`src/rtl/sort_store_pkg.sv`:
```
package sort_store_pkg;
  typedef enum logic {PH_ACCEPT = 1'b0, PH_RESOLVE = 1'b1} phase_e;
endpackage

```
`src/rtl/sort_store_cmp.sv`:
```
// Two-input compare element: lower value on lo, higher on hi.
module sort_store_cmp #(
  parameter int W = 8
) (
  input  logic [W-1:0] a,
  input  logic [W-1:0] b,
  output logic [W-1:0] lo,
  output logic [W-1:0] hi
);
  logic a_le_b;
  assign a_le_b = (a <= b);
  assign lo = a_le_b ? a : b;
  assign hi = a_le_b ? b : a;
endmodule

```
`src/rtl/sort_store_bitonic.sv`:
```
// Full combinational bitonic sorter, ascending, N a power of two.
module sort_store_bitonic #(
  parameter int N = 8,
  parameter int W = 8
) (
  input  logic [W-1:0] din  [N],
  output logic [W-1:0] dout [N]
);
  localparam int LG = $clog2(N);
  localparam int NL = LG * (LG + 1) / 2;

  logic [W-1:0] st [NL+1][N];

  for (genvar i = 0; i < N; i++) begin : g_in
    assign st[0][i] = din[i];
    assign dout[i]  = st[NL][i];
  end

  for (genvar p = 1; p <= LG; p++) begin : g_blk
    for (genvar q = p - 1; q >= 0; q--) begin : g_lay
      localparam int LY = p * (p - 1) / 2 + (p - 1 - q);
      localparam int J  = 1 << q;
      localparam int K  = 1 << p;
      for (genvar i = 0; i < N; i++) begin : g_pair
        if ((i & J) == 0) begin : g_ce
          localparam int M = i | J;
          logic [W-1:0] lo_w, hi_w;
          sort_store_cmp #(.W(W)) u_cmp (
            .a (st[LY][i]),
            .b (st[LY][M]),
            .lo(lo_w),
            .hi(hi_w)
          );
          if ((i & K) == 0) begin : g_up
            assign st[LY+1][i] = lo_w;
            assign st[LY+1][M] = hi_w;
          end else begin : g_dn
            assign st[LY+1][i] = hi_w;
            assign st[LY+1][M] = lo_w;
          end
        end
      end
    end
  end
endmodule

```
`src/rtl/sort_store_resolve.sv`:
```
// Pairs each request with the word directly above it, all pairs at once.
module sort_store_resolve #(
  parameter int N = 8,
  parameter int W = 8
) (
  input  logic         en,
  input  logic [W-1:0] din  [N],
  output logic [W-1:0] dout [N],
  output logic [N-1:0] claim_o,
  output logic [N-1:0] self_o
);
  logic [N-1:0] req_w, norm_w, claim_w, self_w, taken_w;

  for (genvar i = 0; i < N; i++) begin : g_slot
    assign req_w[i]  = din[i][W-1] & ~din[i][0];
    assign norm_w[i] = din[i][W-1] & din[i][0] & ~(&din[i]);
    if (i < N - 1) begin : g_up
      assign claim_w[i] = req_w[i] & norm_w[i+1];
    end else begin : g_top
      assign claim_w[i] = 1'b0;
    end
    if (i > 0) begin : g_tk
      assign taken_w[i] = claim_w[i-1];
    end else begin : g_tk0
      assign taken_w[i] = 1'b0;
    end
    assign self_w[i] = req_w[i] & ~claim_w[i];
    assign dout[i] = !en                     ? din[i] :
                     claim_w[i]              ? {W{1'b1}} :
                     (self_w[i] | taken_w[i]) ? {1'b0, din[i][W-2:0]} :
                                               din[i];
  end

  assign claim_o = en ? claim_w : '0;
  assign self_o  = en ? self_w  : '0;
endmodule

```
`src/rtl/sort_store.sv`:
```
module sort_store
  import sort_store_pkg::*;
#(
  parameter int N   = 8,
  parameter int AW  = 4,
  parameter int DW  = 8,
  parameter int NWP = 2,
  parameter int NRP = 2
) (
  input  logic                   clk,
  input  logic                   rst_n,
  input  logic [NWP-1:0]         wr_valid,
  input  logic [NWP*AW-1:0]      wr_addr,
  input  logic [NWP*DW-1:0]      wr_data,
  output logic [NWP-1:0]         wr_ready,
  input  logic [NRP-1:0]         rq_valid,
  input  logic [NRP*AW-1:0]      rq_addr,
  output logic [NRP-1:0]         rq_ready,
  output logic                   rd_valid,
  output logic [AW+DW+1:0]       rd_word,
  input  logic                   rd_take,
  output logic                   accept_phase
);
  localparam int W = AW + DW + 2;

  function automatic logic slot_empty(input logic [W-1:0] w);
    return &w;
  endfunction

  function automatic logic [W-1:0] mk_normal(input logic [AW-1:0] a,
                                             input logic [DW-1:0] d);
    return {1'b1, a, d, 1'b1};
  endfunction

  function automatic logic [W-1:0] mk_request(input logic [AW-1:0] a);
    return {1'b1, a, {DW{1'b0}}, 1'b0};
  endfunction

  phase_e       phase_q;
  logic [W-1:0] mem_q [N];
  logic [W-1:0] res_w [N];
  logic [W-1:0] ins_w [N];
  logic [W-1:0] srt_w [N];
  logic [N-1:0] claim_w, self_w;
  logic [NWP-1:0] wr_take_w;
  logic [NRP-1:0] rq_take_w;
  logic           rd_pop_w;
  logic [N*W-1:0] slot_flat;

  assign accept_phase = (phase_q == PH_ACCEPT);

  for (genvar k = 0; k < NWP; k++) begin : g_wr
    assign wr_ready[k]  = accept_phase & slot_empty(mem_q[N-1-k]);
    assign wr_take_w[k] = wr_valid[k] & wr_ready[k];
  end

  for (genvar k = 0; k < NRP; k++) begin : g_rq
    assign rq_ready[k]  = accept_phase & slot_empty(mem_q[N-1-NWP-k]);
    assign rq_take_w[k] = rq_valid[k] & rq_ready[k];
  end

  assign rd_valid = ~mem_q[0][W-1];
  assign rd_word  = mem_q[0];
  assign rd_pop_w = rd_take & rd_valid;

  for (genvar i = 0; i < N; i++) begin : g_flat
    assign slot_flat[i*W +: W] = mem_q[i];
  end

  sort_store_resolve #(.N(N), .W(W)) u_resolve (
    .en     (!accept_phase),
    .din    (mem_q),
    .dout   (res_w),
    .claim_o(claim_w),
    .self_o (self_w)
  );

  always_comb begin
    ins_w = res_w;
    for (int k = 0; k < NWP; k++) begin
      if (wr_take_w[k]) ins_w[N-1-k] = mk_normal(wr_addr[k*AW +: AW], wr_data[k*DW +: DW]);
    end
    for (int k = 0; k < NRP; k++) begin
      if (rq_take_w[k]) ins_w[N-1-NWP-k] = mk_request(rq_addr[k*AW +: AW]);
    end
    if (rd_pop_w) ins_w[0] = {W{1'b1}};
  end

  sort_store_bitonic #(.N(N), .W(W)) u_sort (
    .din (ins_w),
    .dout(srt_w)
  );

  always_ff @(posedge clk) begin
    if (!rst_n) begin
      phase_q <= PH_ACCEPT;
      for (int i = 0; i < N; i++) mem_q[i] <= {W{1'b1}};
    end else begin
      phase_q <= (phase_q == PH_ACCEPT) ? PH_RESOLVE : PH_ACCEPT;
      for (int i = 0; i < N; i++) mem_q[i] <= srt_w[i];
    end
  end
endmodule

```
`config.mk`:
```
export PLATFORM = sky130hd
export DESIGN_NAME = sort_store
export DESIGN_NICKNAME = d
export VERILOG_FILES = /design/src/rtl/sort_store_pkg.sv /design/src/rtl/sort_store_cmp.sv /design/src/rtl/sort_store_bitonic.sv /design/src/rtl/sort_store_resolve.sv /design/src/rtl/sort_store.sv
export SDC_FILE = /design/constraint.sdc
export NUM_CORES = 1
export LEC_CHECK = 0
export BUFFER_PORTS_ARGS = -buffer_cell sky130_fd_sc_hd__buf_4
export CAP_MARGIN = 0
export CELL_PAD_IN_SITES_DETAIL_PLACEMENT = 1
export CELL_PAD_IN_SITES_GLOBAL_PLACEMENT = 1
export CORE_MARGIN = 2
export CORE_UTILIZATION = 44
export CTS_BUF_LIST = sky130_fd_sc_hd__clkbuf_2 sky130_fd_sc_hd__clkbuf_4 sky130_fd_sc_hd__clkbuf_8
export DETAILED_ROUTE_END_ITERATION = 8
export PLACE_DENSITY_LB_ADDON = 0.1
export SYNTH_ARGS = -nofsm -noshare
export SYNTH_HDL_FRONTEND = slang
export SYNTH_HIERARCHICAL = 1
export SYNTH_SLANG_ARGS = --single-unit
```
`constraint.sdc`:
```
create_clock -name clk -period 30.3 [get_ports clk]
set_input_delay 7.575 -clock clk [delete_from_list [all_inputs] [get_ports clk]]
set_output_delay 7.575 -clock clk [all_outputs]
set_load 0.01 [all_outputs]
```
==> key figures <==
Finish
  • Area Growth Syn to Fin: 1.83%
  • Area of the multi-input gates: between 20,000 and 25,000 µm²
  • Fill count: 6,494
  • Commonest non-fill, non-tap cell in the layout: mux2_4
  • Share of cells above drive strength 1: 0.376
  • Nets: ~2,900
  • Storage element area: between 2000 and 2500 µm²
  • Most frequent cells in the layout: 488 x mux2_4, 365 x inv_1, 336 x ha_1

Die
  • Starting Density: 0.442
  • Area of the die: just under 60,000 µm²
  • Rows: 88
  • Die height: about 240 µm
  • I/O pins: 59
  • Die Wd: 244 µm
  • Core ar.: 57,400 µm²

Global route
  • Total Routing Usage GR: 0.296
  • Remaining Overflow, GRT: 0
  • Vias in the first global route: between 15,000 and 20,000
  • First-pass GRT wire length: around 130,000 µm
  • Largest net degree at the start of global routing: between 100 and 150
  • Initial antenna violation count: 0

STA
  • Final setup fails: 0
  • Fmax: 43.4 MHz
  • Worst-margin pin slew: ~1.2 ns
  • Slew Viols, Final: 0
  • Setup_tns: 0 ns
  • Fin crit share: 0.760
  • Final hold vios: 0
  • Clock skew: 0.0242 ns
  • Slew Limit Headroom: 0.169
  • Fin crit period: 23.04 ns
  • RSZ-0062 raised after global routing: no

Setup path
  • Critical path startpoint: rq_valid[1]
  • Critical path endpoint category: register
  • Max incr delay on CP: 0.97 ns
  • Critical R2R Launch: phase_q
  • WP data required: ~31 ns
  • CP Launch Type: input port
  • Critical Path Most Common Cell: mux2_2
  • Max Fanout on Critical Path: 28
  • Arrival time worst endpoint: between 20 and 25 ns
  • WS Path Type: in -> reg
  • Critical path's slowest cell: a22oi_4

Logic synthesis
  • Synth Instances: 2,547
  • Mapped Avg Cell Area: about 10 µm²
  • YS warnings: 6
  • Post-Synthesis Cell Area: 25,400 µm²
  • Post-Synthesis Net Count: 2,922

Place
  • HPWL after detailed placement: 77,000 µm
  • Final RePlAce weighted congestion: 1.01
  • Port buffer count: between 50 and 60

Drt
  • DR WL/cell: 27.0 µm
  • 1st-iter DRT viols: 813
  • DR vias/cell: ~5.6
  • Drt total wl: 89,100 µm
  • ANT nets after route: 0
  • Initial DRT Pass Iterations: 5
  • Total number of vias: between 15,000 and 20,000
  • DRC Markers: 0

CTS
  • CTS Hold Buffers Added: 0
  • Post-CTS sizing: 0
  • Max clock buf depth: 2
  • CTS tree: yes
  • Post-CTS Setup Bufs: 0
  • Number of buffers created by CTS: 17
  • H-tree Lvls: 4
  • Clock Pin Slew Worst Setup and Hold Paths: ~0.090 ns
  • Clock sinks: 113
  • Clock latency on the worst-skew pair: approximately 0.5 ns
  • Root Driver: clkbuf_8

Hold path
  • Hold path startpoint: phase_q
  • Hold crit path type: reg -> reg

Flow run
  • # Max-Cap Violations: 0

Outcome
  • Status: finished, final reports clean
-- state kept, by name, indices dropped and copies added (netlist names) --
name / count
mem_q: 98
phase_q: 1
rd_word: 14
-- final timing paths --
kind,slack (ns),end,depth (start not counted)
setup reg to reg,13.58,rd_word[4],42
hold reg to reg,0.79,phase_q,2
setup / recovery,7.26,rd_word[4],42
hold / removal,0.79,phase_q,2
-- critical path: cells and delay by family --
family,cells,cell delay [ns]
AND/OR/NAND/NOR,15,4.00
multiplexers,7,3.21
AO/OA/AOI/OAI,12,6.33
adder cells (fa/ha/maj),6,2.01
buffers and inverters,2,0.14
-- per-layer routing --
layer	vias up	part of all wire	track usage	wire (µm)
met2	294	0.50	0.534	44200
met3	164	0.021	0.0338	1910
met4	0	0.076	0.194	6760
li1	8914	-	-	-
met1	9216	0.41	0.327	36300
met5	-	0	0	0
-- through the flow --
stage	setup WS [ns]	util	instances	area (µm²)	hold WS [ns]
after global placement	7.26	0.444	3265	25400	0.784
after detailed placement	6.77	0.444	3265	25400	0.786
after CTS	7.26	0.450	3297	25800	0.808
final	7.26	0.450	3301	25800	0.794
after floorplan	11.46	-	2547	25400	0.543
after global routing	6.31	0.450	3297	25800	0.833
-- layout make-up --
cell class,instances,area share
Inverter,365,0.0530
Sequential cell,113,0.0876
Antenna cell,4,0.000387
Timing Repair Buffer,64,0.0186
Multi-Input combinational cell,1958,0.789
Tap cell,765,0.0370
Clock inverter,12,0.00426
Clock buffer,20,0.0104
Power is left out: the tool's default activity adds up to more than one toggle a clock period on the data nets, which glitch-free logic cannot reach.
